<file path="config.mk">
export PLATFORM = sky130hd
export DESIGN_NAME = clock_victim_picker
export DESIGN_NICKNAME = d
export VERILOG_FILES = /design/src/rtl/clkrep_pkg.sv /design/src/rtl/clkrep_frame_bits.sv /design/src/rtl/clkrep_hand.sv /design/src/rtl/clkrep_fsm.sv /design/src/rtl/clock_victim_picker.sv
export SDC_FILE = /design/constraint.sdc
export NUM_CORES = 1
export LEC_CHECK = 0
export BUFFER_PORTS_ARGS = -buffer_cell sky130_fd_sc_hd__buf_2
export CORE_MARGIN = 2
export CORE_UTILIZATION = 64
export CTS_CLUSTER_SIZE = 40
export DETAILED_ROUTE_END_ITERATION = 8
export PLACE_DENSITY = 0.92
export SLEW_MARGIN = 20
export SYNTH_ARGS = -nofsm -noshare
export SYNTH_HDL_FRONTEND = slang
export SYNTH_SLANG_ARGS = --single-unit
</file>
<file path="constraint.sdc">
create_clock -name clk -period 5.65 [get_ports clk]
set_input_delay 0 -clock clk [delete_from_list [all_inputs] [get_ports clk]]
set_output_delay 0 -clock clk [all_outputs]
set_load 0.005 [all_outputs]
</file>
<file path="src/rtl/clkrep_pkg.sv">
package clkrep_pkg;
    typedef enum logic [1:0] {
        ST_IDLE   = 2'd0,
        ST_SCAN   = 2'd1,
        ST_REPORT = 2'd2
    } clkrep_state_e;
endpackage

</file>
<file path="src/rtl/clkrep_frame_bits.sv">
module clkrep_frame_bits #(
    parameter int NFRAMES = 16,
    parameter int IDXW    = $clog2(NFRAMES)
) (
    input  logic               clk,
    input  logic               rst_n,
    input  logic               ref_valid,
    input  logic [IDXW-1:0]    ref_idx,
    input  logic               load_valid,
    input  logic [IDXW-1:0]    load_idx,
    input  logic               lock_valid,
    input  logic [IDXW-1:0]    lock_idx,
    input  logic               unlock_valid,
    input  logic [IDXW-1:0]    unlock_idx,
    input  logic               clr_en,
    input  logic [IDXW-1:0]    clr_idx,
    output logic [NFRAMES-1:0] use_vec,
    output logic [NFRAMES-1:0] lock_vec
);
    for (genvar i = 0; i < NFRAMES; i++) begin : g_frame
        logic use_q;
        logic lock_q;
        logic set_use;
        assign set_use = (ref_valid && ref_idx == IDXW'(i)) ||
                         (load_valid && load_idx == IDXW'(i));

        // a set in the same cycle beats the scan's clear
        always_ff @(posedge clk or negedge rst_n) begin
            if (!rst_n)                                use_q <= 1'b0;
            else if (set_use)                          use_q <= 1'b1;
            else if (clr_en && clr_idx == IDXW'(i))    use_q <= 1'b0;
        end

        always_ff @(posedge clk or negedge rst_n) begin
            if (!rst_n)                                       lock_q <= 1'b0;
            else if (lock_valid && lock_idx == IDXW'(i))      lock_q <= 1'b1;
            else if (unlock_valid && unlock_idx == IDXW'(i))  lock_q <= 1'b0;
        end

        assign use_vec[i]  = use_q;
        assign lock_vec[i] = lock_q;
    end
endmodule

</file>
<file path="src/rtl/clkrep_hand.sv">
module clkrep_hand #(
    parameter int NFRAMES = 16,
    parameter int IDXW    = $clog2(NFRAMES)
) (
    input  logic            clk,
    input  logic            rst_n,
    input  logic            adv,
    output logic [IDXW-1:0] hand
);
    localparam logic [IDXW-1:0] TOP_IDX = IDXW'(NFRAMES - 1);

    always_ff @(posedge clk or negedge rst_n) begin
        if (!rst_n)        hand <= '0;
        else if (adv)      hand <= (hand == TOP_IDX) ? '0 : hand + 1'b1;
    end
endmodule

</file>
<file path="src/rtl/clkrep_fsm.sv">
module clkrep_fsm
    import clkrep_pkg::*;
#(
    parameter int NFRAMES = 16,
    parameter int IDXW    = $clog2(NFRAMES)
) (
    input  logic            clk,
    input  logic            rst_n,
    input  logic            req,
    input  logic            cur_use,
    input  logic            cur_lock,
    input  logic [IDXW-1:0] hand,
    output logic            adv,
    output logic            clr_en,
    output logic            busy,
    output logic            done,
    output logic            no_victim,
    output logic [IDXW-1:0] victim_idx
);
    localparam int STEPW = $clog2(2 * NFRAMES);
    localparam logic [STEPW-1:0] LAST_STEP = STEPW'(2 * NFRAMES - 1);

    clkrep_state_e   state_q, state_d;
    logic [STEPW-1:0] step_q, step_d;
    logic [IDXW-1:0]  victim_q, victim_d;
    logic             nv_q, nv_d;

    // next-state and scan control
    always_comb begin
        state_d  = state_q;
        step_d   = step_q;
        victim_d = victim_q;
        nv_d     = nv_q;
        adv      = 1'b0;
        clr_en   = 1'b0;
        unique case (state_q)
            ST_IDLE: begin
                if (req) begin
                    state_d = ST_SCAN;
                    step_d  = '0;
                end
            end
            ST_SCAN: begin
                adv    = 1'b1;
                step_d = step_q + 1'b1;
                if (!cur_lock && !cur_use) begin
                    victim_d = hand;
                    nv_d     = 1'b0;
                    state_d  = ST_REPORT;
                end else begin
                    clr_en = !cur_lock;
                    if (step_q == LAST_STEP) begin
                        nv_d    = 1'b1;
                        state_d = ST_REPORT;
                    end
                end
            end
            ST_REPORT: begin
                state_d = ST_IDLE;
            end
            default: state_d = ST_IDLE;
        endcase
    end

    // state register
    always_ff @(posedge clk or negedge rst_n) begin
        if (!rst_n) begin
            state_q  <= ST_IDLE;
            step_q   <= '0;
            victim_q <= '0;
            nv_q     <= 1'b0;
        end else begin
            state_q  <= state_d;
            step_q   <= step_d;
            victim_q <= victim_d;
            nv_q     <= nv_d;
        end
    end

    // outputs
    always_comb begin
        busy       = (state_q != ST_IDLE);
        done       = (state_q == ST_REPORT);
        no_victim  = (state_q == ST_REPORT) && nv_q;
        victim_idx = victim_q;
    end
endmodule

</file>
<file path="src/rtl/clock_victim_picker.sv">
module clock_victim_picker #(
    parameter int NFRAMES = 16,
    parameter int IDXW    = $clog2(NFRAMES)
) (
    input  logic            clk,
    input  logic            rst_n,
    input  logic            ref_valid,
    input  logic [IDXW-1:0] ref_idx,
    input  logic            load_valid,
    input  logic [IDXW-1:0] load_idx,
    input  logic            lock_valid,
    input  logic [IDXW-1:0] lock_idx,
    input  logic            unlock_valid,
    input  logic [IDXW-1:0] unlock_idx,
    input  logic            req,
    output logic            busy,
    output logic            done,
    output logic [IDXW-1:0] victim_idx,
    output logic            no_victim
);
    logic [NFRAMES-1:0] use_vec;
    logic [NFRAMES-1:0] lock_vec;
    logic [IDXW-1:0]    hand;
    logic               adv;
    logic               clr_en;
    logic               cur_use;
    logic               cur_lock;

    // a same-cycle reference or load to the frame under the hand counts as use
    assign cur_use  = use_vec[hand] ||
                      (ref_valid && ref_idx == hand) ||
                      (load_valid && load_idx == hand);
    assign cur_lock = lock_vec[hand];

    clkrep_frame_bits #(.NFRAMES(NFRAMES), .IDXW(IDXW)) u_bits (
        .clk(clk), .rst_n(rst_n),
        .ref_valid(ref_valid), .ref_idx(ref_idx),
        .load_valid(load_valid), .load_idx(load_idx),
        .lock_valid(lock_valid), .lock_idx(lock_idx),
        .unlock_valid(unlock_valid), .unlock_idx(unlock_idx),
        .clr_en(clr_en), .clr_idx(hand),
        .use_vec(use_vec), .lock_vec(lock_vec)
    );

    clkrep_hand #(.NFRAMES(NFRAMES), .IDXW(IDXW)) u_hand (
        .clk(clk), .rst_n(rst_n), .adv(adv), .hand(hand)
    );

    clkrep_fsm #(.NFRAMES(NFRAMES), .IDXW(IDXW)) u_fsm (
        .clk(clk), .rst_n(rst_n), .req(req),
        .cur_use(cur_use), .cur_lock(cur_lock), .hand(hand),
        .adv(adv), .clr_en(clr_en),
        .busy(busy), .done(done), .no_victim(no_victim),
        .victim_idx(victim_idx)
    );
endmodule

</file>
==> metrics.md, run 1 <==
| Metric | Value |
|---|---|
| Most common cell after layout, fill and taps aside | dfrtp_1 |
| Setup TNS | 0 ns |
| Clk_skew | 0.00815 ns |
| Ys async rst share | 100% |
| Global route overflow | 0 |
| # resized after CTS | 0 |
| Final setup fails | 0 |
| DRT Wirelength | 7020 µm |
| Fin crit share | 50.1% |
| Number of top-level pins | 30 |
| Area grow syn2layout | 8.68% |
| WL per Instance | 18.0 µm |
| CTS clock-pin slew for the worst setup and hold paths | 0.09 ns |
| # rows | 24 |
| Total of max-cap violations | 0 |
| Maximum clock frequency | 354 MHz |
| Final Max Slew Viols | 0 |
| Syn Inst Count | 313 |
| Net Count, Synth | 342 |
| DR vias | 2,542 |
| CP Class | flop to flop |
| Core box area | 4380 µm² |
| Gpl congestion | 1.00 |
| Port Buffer Count | 29 |
| Largest net degree at the start of global routing | 49 |
| Die ar. | 5150 µm² |
| Wire length of the first global-routing pass | 11,600 µm |
| Post-synthesis area per instance | 9.40 µm² |
| Pwr/cell area | 484 nW/µm² |
| Share of cells above drive strength 1 | 16.0% |
| Drt drc | 0 |
| Number of vias per cell | 6.53 |
| WP data arrival | 3.01 ns |
| Number of synthesized register bits | 48 |
| Outcome | finished, final reports clean |
| DRT Pass-1 Iters | 5 |
| Global-route usage over all layers | 29.2% |
| Most frequent cells in the layout | dfrtp_1, o21ai_0, buf_2, nand3_1, nand2_1 |
| Chip height | 71.8 µm |
| DR top layer | met4 |
| Pleak | 1.41 nW |
| Worst slew pin tran | 1.04 ns |
| Synth warnings | 0 |
| Final ANT Viol Nets | 0 |
| Die width | 71.8 µm |
| RSZ-0062 raised after global routing | false |
| Headroom to the max-slew limit | 30.6% |
| Hold_buf cts | 2 |
| Initial Utilization | 67.1% |
| Number of synthesized flops with an enable pin | 0 |
| DR iter-0 viols | 336 |
| TritonCTS buffer count | 5 |
| CTS tree | yes |
| Mapped Area | 2940 µm² |
| DR WL met3 | 452 µm |
| Clk sink count | 48 |
| ANT cells | 0 |
| Required @ worst endpoint | 5.83 ns |
| Met2 wire length | 3350 µm |
| Largest cells by area after synthesis | dfrtp_1, o21ai_0, mux2i_1, nand3_1, mux4_2 |
| Initial antenna violation count | 0 |
| Post-synthesis sequential area ratio | 40.8% |
| Ys flop type | dfrtp_1 |
| Fin util | 72.9% |
| Post-synth top area share | 40.8% |
| Tot Pwr | 0.00155 W |
| Unique masters post-synth | 49 |
| Clock Latency Late Sink | 0.30 ns |
| Worst Path Max Fanout | 22 |
| Final Hold Fails | 0 |
| Clock root buffer master | clkbuf_8 |
| Min-Delay Path Class | input port to flop |
| Hpwl dp | 5120 µm |
| H-tree Lvls | 2 |
| Worst Setup End Kind | flop |
| Vias in the first global route | 2,403 |
| Tmin final | 2.83 ns |
| Postcts setup bufs | 0 |
| Final nets | 366 |
| CP Launch Type | flop |
| Largest area contributor in the netlist | dfrtp_1 |
| Clk buf depth | 2 |
| Met1 WL | 3050 µm |
| Min Hold Slack | 0.0504 ns |
| Maximum vdd drop | 0.328 mV |
power breakdown:
part | leakage [nW] | total, W | switching (W) | internal [W]
Sequential | 0.550 | 0.000614 | 0.000155 | 0.000460
Combinational | 0.794 | 0.000646 | 0.000363 | 0.000283
Clock | 0.0642 | 0.000288 | 0.000113 | 0.000174
Total | 1.41 | 0.00155 | 0.000631 | 0.000917
worst paths after layout:
check / endpoint / startpoint / cells after the start / slack [ns]
worst max-delay path: u_fsm.victim_idx[1] / u_hand.hand[1] / 6 / 2.82
worst min-delay path: u_bits.g_frame[12].lock_q / lock_idx[3] / 3 / 0.05
worst max register to register: u_fsm.victim_idx[1] / u_hand.hand[1] / 6 / 2.82
worst min register to register: u_fsm.victim_idx[0] / u_fsm.victim_idx[0] / 1 / 0.49
max in group asynchronous: u_bits.g_frame[8].use_q / rst_n / 2 / 5.00
min in group asynchronous: u_bits.g_frame[8].lock_q / rst_n / 2 / 0.26
sequential cells by signal, indices dropped and copies added (netlist names):
name and cells:
u_fsm.nv_q 1, u_fsm.state_q 2, u_hand.hand 4, u_bits.g_frame.lock_q 16, u_bits.g_frame.use_q 16, u_fsm.victim_idx 4, u_fsm.step_q 5
final cells by class:
class                      count  area, µm²
clock buffer                   5       68.8
clock inverter                 2       60.1
fill                         314       1190
inverter                      22       85.1
multi-input combinational    229       1550
sequential                    48       1200
tap                           52       65.1
timing repair buffer          31        168
synthesized netlist by cell type, types with 2 or more instances:
cell type,count
nand2b_1,8
clkbuf_1,4
nor2_1,13
or3b_2,2
nor4_1,3
o22ai_1,2
nand3b_1,5
o21ai_1,14
buf_6,5
mux2i_1,12
a22oi_1,10
a21oi_1,16
mux4_2,4
nand3_1,22
o21ai_0,38
mux2_1,4
and3_1,3
a221o_1,2
a22o_1,5
dfrtp_1,48
inv_1,19
buf_2,4
a31oi_4,2
or2_2,2
and2_1,7
nand2_1,20
nor2b_1,5
xor2_1,2
inv_2,2
ha_1,6
a21o_1,3
a32oi_1,4
logic make-up (layout without fill, tap and decap cells):
kind of cell | after synthesis | in the layout | share of synthesized area (%)
mux | 21 | 21 | 9.19
flops | 48 | 48 | 40.8
fa+ha+maj | 6 | 6 | 2.55
xor+xnor | 3 | 3 | 0.893
compound gates | 104 | 104 | 22.8
simple gates | 95 | 95 | 17.2
buf+inv | 36 | 60 | 6.51
layer usage:
layer | vias up | GRT usage (%)
li1 | 1196 | -
met1 | 1190 | 39.9
met2 | 132 | 46.8
met3 | 24 | 5.34
met4 | 0 | 10.7
met5 | - | 0
critical path, cell delays in order (launching register included):
cell and delay (ns):
dfrtp_1 1.03, inv_2 0.19, o22ai_1 0.22, a2111oi_2 0.09, a31oi_4 0.47, nand3_1 0.30
mux2_1 0.40
through the flow:
step	area, µm²	instances	setup slack [ns]
2_1_floorplan	2940	313	3.68
3_3_place_gp	3050	380	3.06
3_5_place_dp	3050	380	2.87
4_1_cts	3190	389	2.86
5_1_grt	3200	389	2.59
6_report	3200	389	2.82
Power figures use the tool's default switching activity.
==> inputs of run 2 (changes only) <==
--- a/config.mk
+++ b/config.mk
@@ -7,10 +7,10 @@
 export LEC_CHECK = 0
 export BUFFER_PORTS_ARGS = -buffer_cell sky130_fd_sc_hd__buf_2
 export CORE_MARGIN = 2
-export CORE_UTILIZATION = 64
+export CORE_UTILIZATION = 53
 export CTS_CLUSTER_SIZE = 40
 export DETAILED_ROUTE_END_ITERATION = 8
-export PLACE_DENSITY = 0.92
+export PLACE_DENSITY = 0.82
 export SLEW_MARGIN = 20
 export SYNTH_ARGS = -nofsm -noshare
 export SYNTH_HDL_FRONTEND = slang
==> constraint.sdc (replaced) <==
create_clock -name clk -period 2.42 [get_ports clk]
set_input_delay 0 -clock clk [delete_from_list [all_inputs] [get_ports clk]]
set_output_delay 0 -clock clk [all_outputs]
set_load 0.005 [all_outputs]
==> metrics.md, run 2 (same netlist as run 1, synthesis figures left out) <==
| Metric | Value |
|---|---|
| CP cell instances | or3b_1, o22ai_1, a311oi_1, and3_4, buf_4, a21o_1, a221o_1 (was inv_2, o22ai_1, a2111oi_2, a31oi_4, nand3_1, mux2_1) |
| Total of max-cap violations | 0 (unchanged) |
| Internal Pwr Total | 0.00213 W (was 0.000917 W) |
| Setup TNS | 0 ns (unchanged) |
| Clk sink count | 48 (unchanged) |
| Hpwl dp | 4970 µm (was 5120 µm) |
| DRT Wirelength | 6790 µm (was 7020 µm) |
| Port Buffer Count | 29 (unchanged) |
| CP Launch Type | flop (unchanged) |
| RSZ-0062 raised after global routing | false (unchanged) |
| Core box area | 5440 µm² (was 4380 µm²) |
| Worst slew pin tran | 0.596 ns (was 1.04 ns) |
| Clock root buffer master | clkbuf_8 (unchanged) |
| Fin crit share | 93.8% (was 50.1%) |
| CTS clock-pin slew for the worst setup and hold paths | 0.09 ns (about the same) |
| # resized after CTS | 0 (unchanged) |
| Pre-CTS WS | 0.162 ns (was 2.87 ns) |
| Hold EP | u_bits.g_frame[8].lock_q (was u_bits.g_frame[12].lock_q) |
| Wire length of the first global-routing pass | 11,400 µm (was 11,600 µm) |
| Post-route insts no fill | 416 (was 389) |
| Clock Latency Late Sink | 0.31 ns (was 0.30 ns) |
| # rows | 27 (was 24) |
| CTS tree | yes (unchanged) |
| Required @ worst endpoint | 2.61 ns (was 5.83 ns) |
| Crit-path slowest cell | dfrtp_1 (unchanged) |
| FF-to-FF setup slack | 0.15 ns (was 2.82 ns) |
| Maximum clock frequency | 440 MHz (was 354 MHz) |
| Initial Utilization | 54.1% (was 67.1%) |
| Number of vias per cell | 6.09 (was 6.53) |
| Fin util | 60.0% (was 72.9%) |
| H-tree Lvls | 2 (unchanged) |
| Maximum vdd drop | 0.472 mV (was 0.328 mV) |
| Inst Count DP | 406 (was 380) |
| Area grow syn2layout | 10.9% (was 8.68%) |
| TritonCTS buffer count | 5 (unchanged) |
| Global-route usage over all layers | 23.5% (was 29.2%) |
| Most common cell after layout, fill and taps aside | dfrtp_1 (unchanged) |
| DRT Pass-1 Iters | 5 (unchanged) |
| Comb pwr share | 47.2% (was 41.7%) |
| # fillers | 474 (was 314) |
| DR iter-0 viols | 229 (was 336) |
| Die width | 78.5 µm (was 71.8 µm) |
| Pleak | 1.43 nW (was 1.41 nW) |
| Final ANT Viol Nets | 0 (unchanged) |
| Worst Setup End Kind | flop (unchanged) |
| Clk_skew | 0.00866 ns (was 0.00815 ns) |
| Share of cells above drive strength 1 | 17.7% (was 16.0%) |
| Number of top-level pins | 30 (unchanged) |
| Pwr/cell area | 1110 nW/µm² (was 484 nW/µm²) |
| Largest net degree at the start of global routing | 49 (unchanged) |
| Power share of the clock group | 16.0% (was 18.6%) |
| Hold path depth | 3 (unchanged) |
| R2r startpoint | u_hand.hand[0] (was u_hand.hand[1]) |
| Largest stage delay, worst path | 0.61 ns (was 1.03 ns) |
| Setup ws final | 0.150 ns (was 2.82 ns) |
| WP data arrival | 2.46 ns (was 3.01 ns) |
| DR vias | 2,533 (was 2,542) |
| Most frequent cells in the layout | dfrtp_1, o21ai_0, buf_2, nand3_1, nand2_1 (unchanged) |
| Sequential power share | 36.8% (was 39.7%) |
| FF-to-FF End | u_bits.g_frame[3].use_q (was u_fsm.victim_idx[1]) |
| Worst hold start | lock_idx[0] (was lock_idx[3]) |
| Min-Delay Path Class | input port to flop (unchanged) |
| Global route overflow | 0 (unchanged) |
| Postcts setup bufs | 0 (unchanged) |
| CP Class | flop to flop (unchanged) |
| Headroom to the max-slew limit | 60.3% (was 30.6%) |
| Switching share of power | 41.1% (was 40.8%) |
| Clk buf depth | 2 (unchanged) |
| Regs by FF count | u_bits.g_frame.lock_q (16), u_bits.g_frame.use_q (16), u_fsm.step_q (5) (unchanged) |
| Tmin final | 2.27 ns (was 2.83 ns) |
| Outcome | finished, final reports clean (unchanged) |
| Vias in the first global route | 2,416 (was 2,403) |
| ANT cells | 0 (unchanged) |
| Initial antenna violation count | 0 (unchanged) |
| Die ar. | 6160 µm² (was 5150 µm²) |
| WL per Instance | 16.3 µm (was 18.0 µm) |
| Sw power | 0.00149 W (was 0.000631 W) |
| Final nets | 372 (was 366) |
| Critical Path Start | u_hand.hand[0] (was u_hand.hand[1]) |
| Worst r2r path cells | 7 (was 6) |
| Drt drc | 0 (unchanged) |
| Final Max Slew Viols | 0 (unchanged) |
| Chip height | 78.5 µm (was 71.8 µm) |
| Worst Path Max Fanout | 16 (was 22) |
| Final setup fails | 0 (unchanged) |
| Final Hold Fails | 0 (unchanged) |
| Gpl congestion | 0.965 (was 1.00) |
-- run 2: worst max path at each step --
| stage | depth (start not counted) | endpoint | slack [ns] |
|---|---|---|---|
| 2_1_floorplan | 8 | u_fsm.victim_idx[0] | 0.45 |
| 3_3_place_gp | 5 | u_fsm.victim_idx[0] | 0.25 |
| 3_5_place_dp | 5 | u_fsm.victim_idx[1] | 0.16 |
| 4_1_cts | 7 | u_bits.g_frame[3].use_q | 0.14 |
| 5_1_grt | 5 | u_fsm.victim_idx[1] | 0.009 |
| 6_report | 7 | u_bits.g_frame[3].use_q | 0.15 |
-- run 2: critical path: cells and delay by family, from the launching register on --
family,cells,cell delay (ns)
and+or+nand+nor,2,0.68
DFF,1,0.61
buffers and inverters,1,0.19
AOI/OAI and AO/OA,4,0.69
-- run 2: area by class of cell --
type,instances,area [µm²],area share [%]
Multi-Input combinational cell,229,1550,47.5
Tap cell,72,90.1,2.76
Clock buffer,5,68.8,2.11
Timing Repair Buffer,37,225,6.90
Sequential cell,48,1200,36.8
Clock inverter,3,42.5,1.30
Inverter,22,85.1,2.61
-- run 2: power by group through the flow --
stage               clock network [W]  registers (W)  logic [W]
floorplan                           0        0.00124    0.00147
CTS                          0.000591        0.00133    0.00169
finish                       0.000577        0.00133    0.00171
detailed placement                  0        0.00135    0.00168
global route                 0.000622        0.00137    0.00189
global placement                    0        0.00133    0.00164
-- run 2: metrics by stage --
stage          total power, W  cell area, µm²  hold slack (ns)
2_1_floorplan         0.00271            2940           -0.296
3_3_place_gp          0.00297            3130            0.231
3_5_place_dp          0.00303            3130            0.239
4_1_cts               0.00361            3260           0.0220
5_1_grt               0.00388            3260           0.0590
6_report              0.00361            3260           0.0254
-- run 2: routing by layer --
metal | global-route usage [%] | routed length, µm | up-vias
li1 | - | - | 1197
met1 | 32.5 | 2970 | 1217
met2 | 36.2 | 3200 | 106
met3 | 5.75 | 523 | 13
met4 | 8.07 | 100 | 0
met5 | 0 | 0 | -
-- run 2: repair_timing --
item	4_1_cts	5_1_grt
hold buffers	2	0
endpoints found under the setup margin	0	0
hold endpoints to repair	49	0
==> inputs of run 3 (changes only) <==
==> constraint.sdc (replaced) <==
create_clock -name clk -period 2.42 [get_ports clk]
set_input_delay 0.484 -clock clk [delete_from_list [all_inputs] [get_ports clk]]
set_output_delay 0.484 -clock clk [all_outputs]
set_load 0.005 [all_outputs]
==> metrics.md, run 3 (same netlist as run 1, synthesis figures left out) <==
| Metric | Value |
|---|---|
| DR iter-0 viols | 210 (was 229) |
| FF-to-FF End | u_bits.g_frame[2].use_q (was u_bits.g_frame[3].use_q) |
| Maximum clock frequency | 453 MHz (was 440 MHz) |
| Inst Count DP | 408 (was 406) |
| Largest net degree at the start of global routing | 29 (was 49) |
| Worst Path Max Fanout | 16 (unchanged) |
| Critical Path Start | u_hand.hand[3] (was u_hand.hand[0]) |
| Chip height | 78.5 µm (unchanged) |
| Largest stage delay, worst path | 0.57 ns (was 0.61 ns) |
| Clock Latency Late Sink | 0.30 ns (was 0.31 ns) |
| Port Buffer Count | 29 (unchanged) |
| Core box area | 5440 µm² (unchanged) |
| Area grow syn2layout | 10.0% (was 10.9%) |
| Final ANT Viol Nets | 0 (unchanged) |
| R2r startpoint | u_hand.hand[3] (was u_hand.hand[0]) |
| Drt drc | 0 (unchanged) |
| Share of cells above drive strength 1 | 18.6% (was 17.7%) |
| Worst setup path end | u_bits.g_frame[2].use_q (was u_bits.g_frame[3].use_q) |
| Initial Utilization | 54.1% (unchanged) |
| CP top delay family | simple AND/OR/NAND/NOR gates (was compound AO/OA/AOI/OAI gates) |
| Number of vias per cell | 6.06 (was 6.09) |
| Die ar. | 6160 µm² (unchanged) |
| Outcome | finished, final reports clean (unchanged) |
| CP Launch Type | flop (unchanged) |
| Setup TNS | 0 ns (unchanged) |
| Initial antenna violation count | 0 (unchanged) |
| CP cell instances | or3b_1, o22ai_1, a311oi_1, and3_4, buf_4, a21o_1, a221o_1 (unchanged) |
| Hpwl dp | 5100 µm (was 4970 µm) |
| Total of max-cap violations | 0 (unchanged) |
| Clk_skew | 0.0131 ns (was 0.00866 ns) |
| Cell count along the critical path | 7 (unchanged) |
| Clk buf depth | 2 (unchanged) |
| Clock root buffer master | clkbuf_8 (unchanged) |
| Buf/Inv on CP | 1 (unchanged) |
| Vias in the first global route | 2,388 (was 2,416) |
| Final Hold Fails | 0 (unchanged) |
| Headroom to the max-slew limit | 58.9% (was 60.3%) |
| Final setup fails | 0 (unchanged) |
| Worst slew pin tran | 0.617 ns (was 0.596 ns) |
| CP Class | flop to flop (unchanged) |
| H-tree Lvls | 2 (unchanged) |
| TritonCTS buffer count | 5 (unchanged) |
| Regs by FF count | u_bits.g_frame.lock_q (16), u_bits.g_frame.use_q (16), u_fsm.step_q (5) (unchanged) |
| CTS tree | yes (unchanged) |
| Min-Delay Path Class | input port to async pin (was input port to flop) |
| RSZ-0062 raised after global routing | false (unchanged) |
| # rows | 27 (unchanged) |
| DRT Pass-1 Iters | 5 (unchanged) |
| Maximum vdd drop | 0.521 mV (was 0.472 mV) |
| Number of top-level pins | 30 (unchanged) |
| Most common cell after layout, fill and taps aside | dfrtp_1 (unchanged) |
| Global route overflow | 0 (unchanged) |
| Pwr/cell area | 1090 nW/µm² (was 1110 nW/µm²) |
| FF-to-FF setup slack | 0.21 ns (was 0.15 ns) |
| DRT Wirelength | 6710 µm (was 6790 µm) |
| Tmin final | 2.21 ns (was 2.27 ns) |
| Pleak | 1.43 nW (about the same) |
| DR vias | 2,521 (was 2,533) |
| Clk sink count | 48 (unchanged) |
| WP data arrival | 2.39 ns (was 2.46 ns) |
| ANT cells | 0 (unchanged) |
| Wire length of the first global-routing pass | 11,100 µm (was 11,400 µm) |
| WL per Instance | 16.1 µm (was 16.3 µm) |
| Most frequent cells in the layout | dfrtp_1, o21ai_0, buf_2, nand3_1, nand2_1 (unchanged) |
| Gpl congestion | 0.917 (was 0.965) |
| Worst r2r path cells | 7 (unchanged) |
| Fin crit share | 91.3% (was 93.8%) |
| Required @ worst endpoint | 2.61 ns (about the same) |
| Global-route usage over all layers | 23.1% (was 23.5%) |
| Die width | 78.5 µm (unchanged) |
| Final Max Slew Viols | 0 (unchanged) |
| Crit-path slowest cell | dfrtp_1 (unchanged) |
| Post-route insts no fill | 416 (unchanged) |
| Worst Setup End Kind | flop (unchanged) |
| Final nets | 372 (unchanged) |
| CTS clock-pin slew for the worst setup and hold paths | 0.09 ns (about the same) |
-- run 3: changes by cell type in the layout (fill, tap and decap cells not counted), sizes merged --
cell	delta
buf	+2
bufinv	-1
clkbuf	+1
clkinv	+1
clkinvlp	-1
dlygate4sd3	-2
-- run 3: cell type report --
| cell class | count | area, µm² |
|---|---|---|
| Sequential cell | 48 | 1200 |
| Multi-Input combinational cell | 229 | 1550 |
| Clock buffer | 6 | 82.6 |
| Inverter | 22 | 85.1 |
| Fill cell | 451 | 2200 |
| Timing Repair Buffer | 37 | 218 |
| Clock inverter | 2 | 10.0 |
| Tap cell | 72 | 90.1 |
-- run 3: routing by layer --
metal  track usage, %  wire [µm]
met5                0          0
met4             6.14         84
met3             4.83        467
met2             38.2       3250
met1             30.8       2910
-- run 3: worst min path at each step --
stage / from / end / depth (start not counted)
after floorplan: rst_n / u_bits.g_frame[0].lock_q / 0
after global placement: u_fsm.victim_idx[1] / u_fsm.victim_idx[1] / 1
after detailed placement: u_fsm.victim_idx[3] / u_fsm.victim_idx[3] / 1
after CTS: rst_n / u_hand.hand[1] / 1
after global routing: rst_n / u_hand.hand[1] / 1
final: rst_n / u_hand.hand[1] / 1
-- run 3: metrics by stage --
step | worst slack, ns | power (W) | hold slack [ns] | util, % | cell area [µm²]
5_1_grt | 0.0796 | 0.00380 | 0.234 | 59.5 | 3240
4_1_cts | 0.107 | 0.00353 | 0.204 | 59.5 | 3240
3_3_place_gp | 0.222 | 0.00296 | 0.471 | 57.8 | 3140
6_report | 0.211 | 0.00354 | 0.186 | 59.5 | 3240
2_1_floorplan | 0.451 | 0.00271 | 0.188 | - | 2940
3_5_place_dp | 0.116 | 0.00304 | 0.479 | 57.8 | 3140
-- run 3: what timing repair did --
| action | 4_1_cts | 5_1_grt |
|---|---|---|
| buffers inserted | 0 | 0 |
| gates resized for setup | 0 | 1 |
| hold buffers | 0 | 0 |
| setup endpoints to repair | 0 | 6 |
-- run 3: power breakdown --
part,total (W),switching (W),internal [W],leakage [nW]
logic,0.00173,0.000981,0.000746,0.828
registers,0.00133,0.000250,0.00108,0.549
clock network,0.000480,0.000252,0.000228,0.0510
total,0.00354,0.00148,0.00205,1.43
-- run 3: worst reg2reg max path: stages (launching register included) --
cell      delay (ns)
dfrtp_1         0.57
or3b_1          0.45
o22ai_1         0.12
a311oi_1        0.07
and3_4          0.22
buf_4           0.19
a21o_1          0.20
a221o_1         0.29
